File: config.mk
export PLATFORM = sky130hd
export DESIGN_NAME = mac_slice
export DESIGN_NICKNAME = d
export VERILOG_FILES = /design/src/rtl/mac_pkg.sv /design/src/rtl/mac_opt_reg.sv /design/src/rtl/mac_operand_stage.sv /design/src/rtl/mac_product_stage.sv /design/src/rtl/mac_combine_stage.sv /design/src/rtl/mac_slice.sv
export SDC_FILE = /design/constraint.sdc
export NUM_CORES = 1
export LEC_CHECK = 0
export BUFFER_PORTS_ARGS = -buffer_cell sky130_fd_sc_hd__buf_2
export CAP_MARGIN = 20
export CELL_PAD_IN_SITES_DETAIL_PLACEMENT = 0
export CELL_PAD_IN_SITES_GLOBAL_PLACEMENT = 1
export CORE_ASPECT_RATIO = 1.25
export CORE_MARGIN = 4
export CORE_UTILIZATION = 49
export DETAILED_ROUTE_END_ITERATION = 8
export PLACE_DENSITY_LB_ADDON = 0.05
export SETUP_SLACK_MARGIN = 0.4
export SLEW_MARGIN = 0
export SYNTH_ARGS = -nofsm -noshare
export SYNTH_HDL_FRONTEND = slang
export SYNTH_SLANG_ARGS = --single-unit
File: constraint.sdc
create_clock -name clk -period 10 [get_ports clk]
set_clock_uncertainty 0.15 [all_clocks]
set_input_delay 1 -clock clk [delete_from_list [all_inputs] [get_ports clk]]
set_output_delay 1 -clock clk [all_outputs]
set_load 0.01 [all_outputs]
File: src/rtl/mac_pkg.sv
`timescale 1ns/1ps
package mac_pkg;

    typedef enum logic [1:0] {
        MODE_MULT      = 2'd0,
        MODE_MAC       = 2'd1,
        MODE_ADDSUB    = 2'd2,
        MODE_ADDSUBSUM = 2'd3
    } mode_e;

    typedef enum logic [1:0] {
        OP_HOLD = 2'd0,
        OP_ADD  = 2'd1,
        OP_SUB  = 2'd2,
        OP_LOAD = 2'd3
    } acc_op_e;

    typedef struct packed {
        logic valid;
        logic sgn;
        logic comb_sub;
        logic acc_sub;
        logic acc_load;
    } ctrl_t;

    localparam int CTRL_W = $bits(ctrl_t);

    function automatic bit mode_has_pair(mode_e m);
        return (m == MODE_ADDSUB) || (m == MODE_ADDSUBSUM);
    endfunction

    function automatic bit mode_has_acc(mode_e m);
        return (m == MODE_MAC) || (m == MODE_ADDSUBSUM);
    endfunction

endpackage

File: src/rtl/mac_opt_reg.sv
`timescale 1ns/1ps
module mac_opt_reg #(
    parameter int WIDTH = 8,
    parameter bit EN    = 1'b1
) (
    input  logic             clk,
    input  logic             rst,
    input  logic [WIDTH-1:0] d,
    output logic [WIDTH-1:0] q
);

    generate
        if (EN) begin : g_reg
            always_ff @(posedge clk) begin
                if (rst) q <= '0;
                else     q <= d;
            end
        end else begin : g_bypass
            logic unused_clkrst;
            assign unused_clkrst = clk ^ rst;
            assign q = d;
        end
    endgenerate

endmodule

File: src/rtl/mac_operand_stage.sv
`timescale 1ns/1ps
module mac_operand_stage
    import mac_pkg::*;
#(
    parameter int W      = 9,
    parameter bit IN_REG = 1'b1
) (
    input  logic         clk,
    input  logic         rst,
    input  logic         shift_sel,
    input  logic [W-1:0] a0,
    input  logic [W-1:0] b0,
    input  logic [W-1:0] a1,
    input  logic [W-1:0] b1,
    input  logic [W-1:0] a_chain_in,
    input  logic [W-1:0] b_chain_in,
    input  ctrl_t        ctrl_d,
    output logic [W-1:0] a0_q,
    output logic [W-1:0] b0_q,
    output logic [W-1:0] a1_q,
    output logic [W-1:0] b1_q,
    output ctrl_t        ctrl_q
);

    localparam int PACK_W = 4 * W + CTRL_W;

    logic [W-1:0]      a0_sel;
    logic [W-1:0]      b0_sel;
    logic [PACK_W-1:0] pack_d;
    logic [PACK_W-1:0] pack_q;

    // Operand source: parallel ports or the neighbour's operand registers
    always_comb begin
        if (shift_sel) begin
            a0_sel = a_chain_in;
            b0_sel = b_chain_in;
        end else begin
            a0_sel = a0;
            b0_sel = b0;
        end
    end

    assign pack_d = {a0_sel, b0_sel, a1, b1, ctrl_d};

    mac_opt_reg #(.WIDTH(PACK_W), .EN(IN_REG)) u_in_reg (
        .clk (clk),
        .rst (rst),
        .d   (pack_d),
        .q   (pack_q)
    );

    assign {a0_q, b0_q, a1_q, b1_q, ctrl_q} = pack_q;

    generate
        if (IN_REG) begin : g_chk
            p_shift_load_r7: assert property (@(posedge clk) disable iff (rst)
                shift_sel |=> (a0_q == $past(a_chain_in)) && (b0_q == $past(b_chain_in)));
            p_direct_load_r7: assert property (@(posedge clk) disable iff (rst)
                !shift_sel |=> (a0_q == $past(a0)) && (b0_q == $past(b0)));
            p_ctrl_follows_r9: assert property (@(posedge clk) disable iff (rst)
                1'b1 |=> ctrl_q == $past(ctrl_d));
        end
    endgenerate

endmodule

File: src/rtl/mac_product_stage.sv
`timescale 1ns/1ps
module mac_product_stage
    import mac_pkg::*;
#(
    parameter mode_e MODE     = MODE_MAC,
    parameter int    W        = 9,
    parameter int    RW       = 34,
    parameter bit    PIPE_REG = 1'b1
) (
    input  logic          clk,
    input  logic          rst,
    input  logic [W-1:0]  a0,
    input  logic [W-1:0]  b0,
    input  logic [W-1:0]  a1,
    input  logic [W-1:0]  b1,
    input  ctrl_t         ctrl_d,
    output logic [RW-1:0] p0_q,
    output logic [RW-1:0] p1_q,
    output ctrl_t         ctrl_q
);

    localparam int XW     = W + 1;
    localparam int MW     = 2 * XW;
    localparam int PACK_W = 2 * RW + CTRL_W;

    // Operands widened by one bit so one signed multiplier serves both kinds
    function automatic logic signed [MW-1:0] widen_mul(
        input logic [W-1:0] x,
        input logic [W-1:0] y,
        input logic         is_signed
    );
        logic signed [MW-1:0] xe;
        logic signed [MW-1:0] ye;
        xe = $signed({is_signed & x[W-1], x});
        ye = $signed({is_signed & y[W-1], y});
        return xe * ye;
    endfunction

    logic signed [MW-1:0] raw0;
    logic signed [RW-1:0] ext0;
    logic signed [RW-1:0] ext1;
    logic [PACK_W-1:0]    pack_d;
    logic [PACK_W-1:0]    pack_q;

    assign raw0 = widen_mul(a0, b0, ctrl_d.sgn);
    assign ext0 = raw0;

    generate
        if (mode_has_pair(MODE)) begin : g_pair
            logic signed [MW-1:0] raw1;
            assign raw1 = widen_mul(a1, b1, ctrl_d.sgn);
            assign ext1 = raw1;
        end else begin : g_single
            logic unused_lane1;
            assign unused_lane1 = ^{a1, b1};
            assign ext1 = '0;
        end
    endgenerate

    assign pack_d = {ext0, ext1, ctrl_d};

    mac_opt_reg #(.WIDTH(PACK_W), .EN(PIPE_REG)) u_pipe_reg (
        .clk (clk),
        .rst (rst),
        .d   (pack_d),
        .q   (pack_q)
    );

    assign {p0_q, p1_q, ctrl_q} = pack_q;

    p_unsigned_nonneg_r2: assert property (@(posedge clk) disable iff (rst)
        !ctrl_d.sgn |-> !ext0[RW-1]);

    p_signed_neg_r2: assert property (@(posedge clk) disable iff (rst)
        (ctrl_d.sgn && (a0 != '0) && (b0 != '0) && (a0[W-1] != b0[W-1])) |-> ext0[RW-1]);

endmodule

File: src/rtl/mac_combine_stage.sv
`timescale 1ns/1ps
module mac_combine_stage
    import mac_pkg::*;
#(
    parameter mode_e MODE    = MODE_MAC,
    parameter int    RW      = 34,
    parameter bit    OUT_REG = 1'b1
) (
    input  logic          clk,
    input  logic          rst,
    input  logic [RW-1:0] p0,
    input  logic [RW-1:0] p1,
    input  ctrl_t         ctrl_d,
    output logic [RW-1:0] result,
    output logic          out_valid
);

    logic [RW-1:0] val;
    logic [RW-1:0] result_d;
    logic [RW:0]   out_d;
    logic [RW:0]   out_q;
    acc_op_e       op;

    generate
        if (mode_has_pair(MODE)) begin : g_pair
            assign val = ctrl_d.comb_sub ? (p0 - p1) : (p0 + p1);
        end else begin : g_single
            logic unused_pair;
            assign unused_pair = ^{p1, ctrl_d.comb_sub};
            assign val = p0;
        end
    endgenerate

    // Accumulator operation decode: load wins over subtract
    always_comb begin
        if (!ctrl_d.valid)        op = OP_HOLD;
        else if (ctrl_d.acc_load) op = OP_LOAD;
        else if (ctrl_d.acc_sub)  op = OP_SUB;
        else                      op = OP_ADD;
    end

    generate
        if (mode_has_acc(MODE)) begin : g_acc
            logic [RW-1:0] acc_q;
            logic [RW-1:0] acc_next;

            always_comb begin
                unique case (op)
                    OP_HOLD: acc_next = acc_q;
                    OP_ADD:  acc_next = acc_q + val;
                    OP_SUB:  acc_next = acc_q - val;
                    OP_LOAD: acc_next = val;
                    default: acc_next = acc_q;
                endcase
            end

            always_ff @(posedge clk) begin
                if (rst) acc_q <= '0;
                else     acc_q <= acc_next;
            end

            assign result_d = acc_next;

            p_acc_hold_r12: assert property (@(posedge clk) disable iff (rst)
                (op == OP_HOLD) |=> acc_q == $past(acc_q));
            p_acc_load_r6: assert property (@(posedge clk) disable iff (rst)
                (op == OP_LOAD) |=> acc_q == $past(val));
            p_acc_add_r4: assert property (@(posedge clk) disable iff (rst)
                (op == OP_ADD) |=> acc_q == RW'($past(acc_q) + $past(val)));
            p_acc_sub_r5: assert property (@(posedge clk) disable iff (rst)
                (op == OP_SUB) |=> acc_q == RW'($past(acc_q) - $past(val)));
        end else begin : g_noacc
            logic unused_acc;
            assign unused_acc = ^{op, ctrl_d.acc_sub, ctrl_d.acc_load};
            assign result_d = val;
        end
    endgenerate

    logic unused_sgn;
    assign unused_sgn = ctrl_d.sgn;

    assign out_d = {ctrl_d.valid, result_d};

    mac_opt_reg #(.WIDTH(RW + 1), .EN(OUT_REG)) u_out_reg (
        .clk (clk),
        .rst (rst),
        .d   (out_d),
        .q   (out_q)
    );

    assign {out_valid, result} = out_q;

endmodule

File: src/rtl/mac_slice.sv
`timescale 1ns/1ps
module mac_slice
    import mac_pkg::*;
#(
    parameter mode_e MODE     = MODE_MAC,
    parameter int    W        = 9,
    parameter int    GUARD    = 16,
    parameter bit    IN_REG   = 1'b1,
    parameter bit    PIPE_REG = 1'b1,
    parameter bit    OUT_REG  = 1'b1,
    localparam int   RW       = 2 * W + GUARD
) (
    input  logic          clk,
    input  logic          rst,
    input  logic          in_valid,
    input  logic          sgn,
    input  logic          shift_sel,
    input  logic          comb_sub,
    input  logic          acc_sub,
    input  logic          acc_load,
    input  logic [W-1:0]  a0,
    input  logic [W-1:0]  b0,
    input  logic [W-1:0]  a1,
    input  logic [W-1:0]  b1,
    input  logic [W-1:0]  a_chain_in,
    input  logic [W-1:0]  b_chain_in,
    output logic [W-1:0]  a_chain_out,
    output logic [W-1:0]  b_chain_out,
    output logic          out_valid,
    output logic [RW-1:0] result
);

    localparam int LAT = int'(IN_REG) + int'(PIPE_REG) + int'(OUT_REG);

    ctrl_t         ctrl_in;
    ctrl_t         ctrl_s1;
    ctrl_t         ctrl_s2;
    logic [W-1:0]  a0_s1;
    logic [W-1:0]  b0_s1;
    logic [W-1:0]  a1_s1;
    logic [W-1:0]  b1_s1;
    logic [RW-1:0] p0_s2;
    logic [RW-1:0] p1_s2;

    assign ctrl_in = '{valid: in_valid, sgn: sgn, comb_sub: comb_sub,
                       acc_sub: acc_sub, acc_load: acc_load};

    mac_operand_stage #(.W(W), .IN_REG(IN_REG)) u_operands (
        .clk        (clk),
        .rst        (rst),
        .shift_sel  (shift_sel),
        .a0         (a0),
        .b0         (b0),
        .a1         (a1),
        .b1         (b1),
        .a_chain_in (a_chain_in),
        .b_chain_in (b_chain_in),
        .ctrl_d     (ctrl_in),
        .a0_q       (a0_s1),
        .b0_q       (b0_s1),
        .a1_q       (a1_s1),
        .b1_q       (b1_s1),
        .ctrl_q     (ctrl_s1)
    );

    assign a_chain_out = a0_s1;
    assign b_chain_out = b0_s1;

    mac_product_stage #(.MODE(MODE), .W(W), .RW(RW), .PIPE_REG(PIPE_REG)) u_products (
        .clk    (clk),
        .rst    (rst),
        .a0     (a0_s1),
        .b0     (b0_s1),
        .a1     (a1_s1),
        .b1     (b1_s1),
        .ctrl_d (ctrl_s1),
        .p0_q   (p0_s2),
        .p1_q   (p1_s2),
        .ctrl_q (ctrl_s2)
    );

    mac_combine_stage #(.MODE(MODE), .RW(RW), .OUT_REG(OUT_REG)) u_combine (
        .clk       (clk),
        .rst       (rst),
        .p0        (p0_s2),
        .p1        (p1_s2),
        .ctrl_d    (ctrl_s2),
        .result    (result),
        .out_valid (out_valid)
    );

    generate
        if (LAT > 0) begin : g_lat_chk
            logic [1:0] since_rst;
            always_ff @(posedge clk) begin
                if (rst)                  since_rst <= 2'd0;
                else if (since_rst != 2'd3) since_rst <= since_rst + 2'd1;
            end
            p_valid_latency_r9: assert property (@(posedge clk) disable iff (rst)
                (int'(since_rst) >= LAT) |-> out_valid == $past(in_valid, LAT));
        end else begin : g_comb_chk
            p_valid_comb_r9: assert property (@(posedge clk) disable iff (rst)
                1'b1 |-> out_valid == in_valid);
        end
    endgenerate

    p_reset_clear_r10: assert property (@(posedge clk)
        rst |=> (OUT_REG == 1'b0) || (!out_valid && (result == '0)));

endmodule

==> metrics.cfg <==
[global_route]
gr-usage-all-layers = 0.211
grt_pass1_vias = 7465
grt_max_degree = 72
met1_usage = 0.272
met2_usage = 0.372
grt_overflow = 0
antenna_found_initial = 0
grtUsageMet3 = 0.0235
grt_pass1_wl_um = 35600
busiest_layer = met2

[synth]
synth_area_um2 = 8960
synth_top_family_by_area = adder cells
synth_xor_area_frac = 0.0684
synth-main-ff-cell = dfxtp_1
synth-simple-area-share = 0.165
synth-edff-count = 0
synthMuxAreaShare = 0.0225
synth_warnings = 0
yosys.area_share.adder = 0.326
synth_compound_gate_area_share = 0.152
yosysSeqAreaShare = 0.179
synthesis.instances = 1048
ys_ff_latch = 80
synth-async-reset-ratio = 0
syn_avg_cell_area_um2 = 8.55
synth_cell_types = 66
syn_nets = 1288

[floorplanning]
dieArea_um2 = 20500
core_area_um2 = 18000
io_pins = 115
start_util = 0.497
num_rows = 55
dieHeight_um = 159
die-width_um = 129

[clocking]
cts-root-buf = clkbuf_16
postCtsSetupBuffers = 0
cts_tree = done
clock_sinks = 80
cts_resized = 0
clock_latency_ns = 0.35
ctsHoldBuffers = 0
clkTransAtPathRegs_ns = 0.06
htreeDepth = 3
cts_made_buffers = 9
clockBufferDepth = 2

[power_and_ir_drop]
power.leakage_uw = 0.00502
power.density_nw_per_um2 = 137
ir_drop_mv = 0.0786

[worst_setup_path]
criticalPathCategory = register to register
crit_arrival_ns = 6.15
critPathCaptureType = register
cp.required_ns = 10.06
worst-path-max-fanout = 12
worst_r2r_path_depth = 21
cp-start-kind = register

[timing]
min_period_ns = 6.10
final.setup.tns_ns = 0
tightest_slew_ns = 0.957
fin_crit_sh = 0.610
setup_viol = 0
rsz0062_at_grt = false
maxSlewViolCount = 0
slew_headroom = 0.358
setup_slack_ns = 3.90
hold_viol = 0
fmax_mhz = 164

[status]
status = finished, final reports clean

[finish]
fillers = 1799
drive_gt1_frac = 0.122
multi_input_area_um2 = 6570
final_nets = 1355
regArea_um2 = 1600
synthToLayoutAreaGrowth_pct = 9.58
antenna_cells = 0

[routing]
drt_wl_total_um = 20100
drcViolationCount = 0
wl_per_cell_um = 14.9
postRouteAntennaNets = 0
drtIter0Drc = 334
routed_via_density = 5.30
dr_total_vias = 7144
drt-pass1-iter-count = 4

[worst_hold_path]
hold_class = register to register
whs_path_depth = 1

[job]
cap_viol_max_count = 0

[place]
place.gp.congestion = 0.847
dp_hpwl_um = 15700
io_buffers = 95
place_ws_ns = 3.79

==> cell usage after synthesis (5+ instances only) <==
library cell / number / share of area
o21ai_0: 17 / 0.0095
a221oi_1: 12 / 0.012
a211oi_1: 5 / 0.0042
a21o_1: 17 / 0.014
dfxtp_1: 80 / 0.18
xnor2_1: 50 / 0.049
nor2_1: 90 / 0.038
o211ai_1: 6 / 0.0050
o21bai_1: 5 / 0.0042
ha_1: 86 / 0.12
a21oi_1: 66 / 0.037
and3_1: 9 / 0.0063
nand2b_1: 10 / 0.0070
a221o_1: 8 / 0.0089
xor2_1: 20 / 0.020
clkbuf_1: 35 / 0.015
nand2_1: 81 / 0.034
mux2i_1: 19 / 0.021
o21ai_1: 25 / 0.014
o21a_1: 6 / 0.0050
nor2b_1: 16 / 0.011
and2_1: 44 / 0.031
nand3_1: 8 / 0.0045
inv_1: 154 / 0.064
nor3_1: 17 / 0.0095
nand4_1: 7 / 0.0049
fa_1: 92 / 0.21
==> metrics by stage <==
| step | hold slack (ns) | power, uW | cells | cell area [um^2] | utilization |
|---|---|---|---|---|---|
| after global placement | 0.269 | 1030 | 1332 | 9550 | 0.530 |
| after CTS | 0.292 | 1360 | 1348 | 9820 | 0.545 |
| after floorplan | 0.264 | 900 | 1048 | 8960 | - |
| after global routing | 0.311 | 1470 | 1348 | 9820 | 0.545 |
| after detailed placement | 0.277 | 1030 | 1332 | 9550 | 0.530 |
| final | 0.289 | 1340 | 1348 | 9820 | 0.545 |
==> cells in the final DEF (no fill, tap or decap), drive strengths merged, types with 45 or more instances in the layout <==
cell,Yosys,layout
xnor2,50,50
dfxtp,80,80
a21oi,67,67
inv,154,154
nor2,90,90
ha,86,86
and2,45,45
buf,3,99
fa,92,92
nand2,82,82
==> cell type report <==
type / instances / area share
clock buffer: 10 / 0.0243
clock inverter: 6 / 0.00357
inverter: 155 / 0.0592
multi-input combinational: 770 / 0.669
sequential: 80 / 0.163
tap: 228 / 0.0290
timing repair buffer: 99 / 0.0515
==> where the power goes <==
group	switching, uW	internal [uW]
clock network	147	174
registers	49.1	347
logic	351	275
total	548	795
==> kinds of logic after synthesis <==
family                     count (synthesis)
and+or+nand+nor                          299
AOI/OAI and AO/OA                        203
buffers and inverters                    198
adders and majority gates                178
DFF                                       80
xor gates and xnor gates                  70
muxes                                     20
==> critical path: stages (launching register included) <==
cell and delay, ns:
dfxtp_1 0.56, nand2_1 0.30, inv_1 0.22, nand2b_1 0.10
fa_1 0.51, fa_1 0.54, inv_1 0.05, fa_1 0.50
fa_1 0.54, inv_1 0.05, fa_1 0.52, inv_1 0.04
ha_1 0.19, nor3_1 0.19, o21ai_1 0.12, a21oi_1 0.24
o21ai_1 0.15, o41ai_2 0.40, o2111ai_1 0.19, a21oi_1 0.20
xnor2_1 0.13, nor2_1 0.05
==> path summary, 6_finish.rpt <==
path,from,end,slack (ns)
worst min register to register,u_operands.u_in_reg.q[1],u_products.u_pipe_reg.q[1],0.29
worst max-delay path,u_operands.u_in_reg.q[31],u_products.u_pipe_reg.q[58],3.90
worst max register to register,u_operands.u_in_reg.q[31],u_products.u_pipe_reg.q[58],3.90
worst min-delay path,u_operands.u_in_reg.q[1],u_products.u_pipe_reg.q[1],0.29
==> routing by layer <==
layer,up-vias,share of wire
met1,3421,0.45
met4,0,0.012
met3,13,0.036
li1,3585,-
met2,125,0.50
met5,-,0
Note: power is estimated with default switching activity, not from simulation.
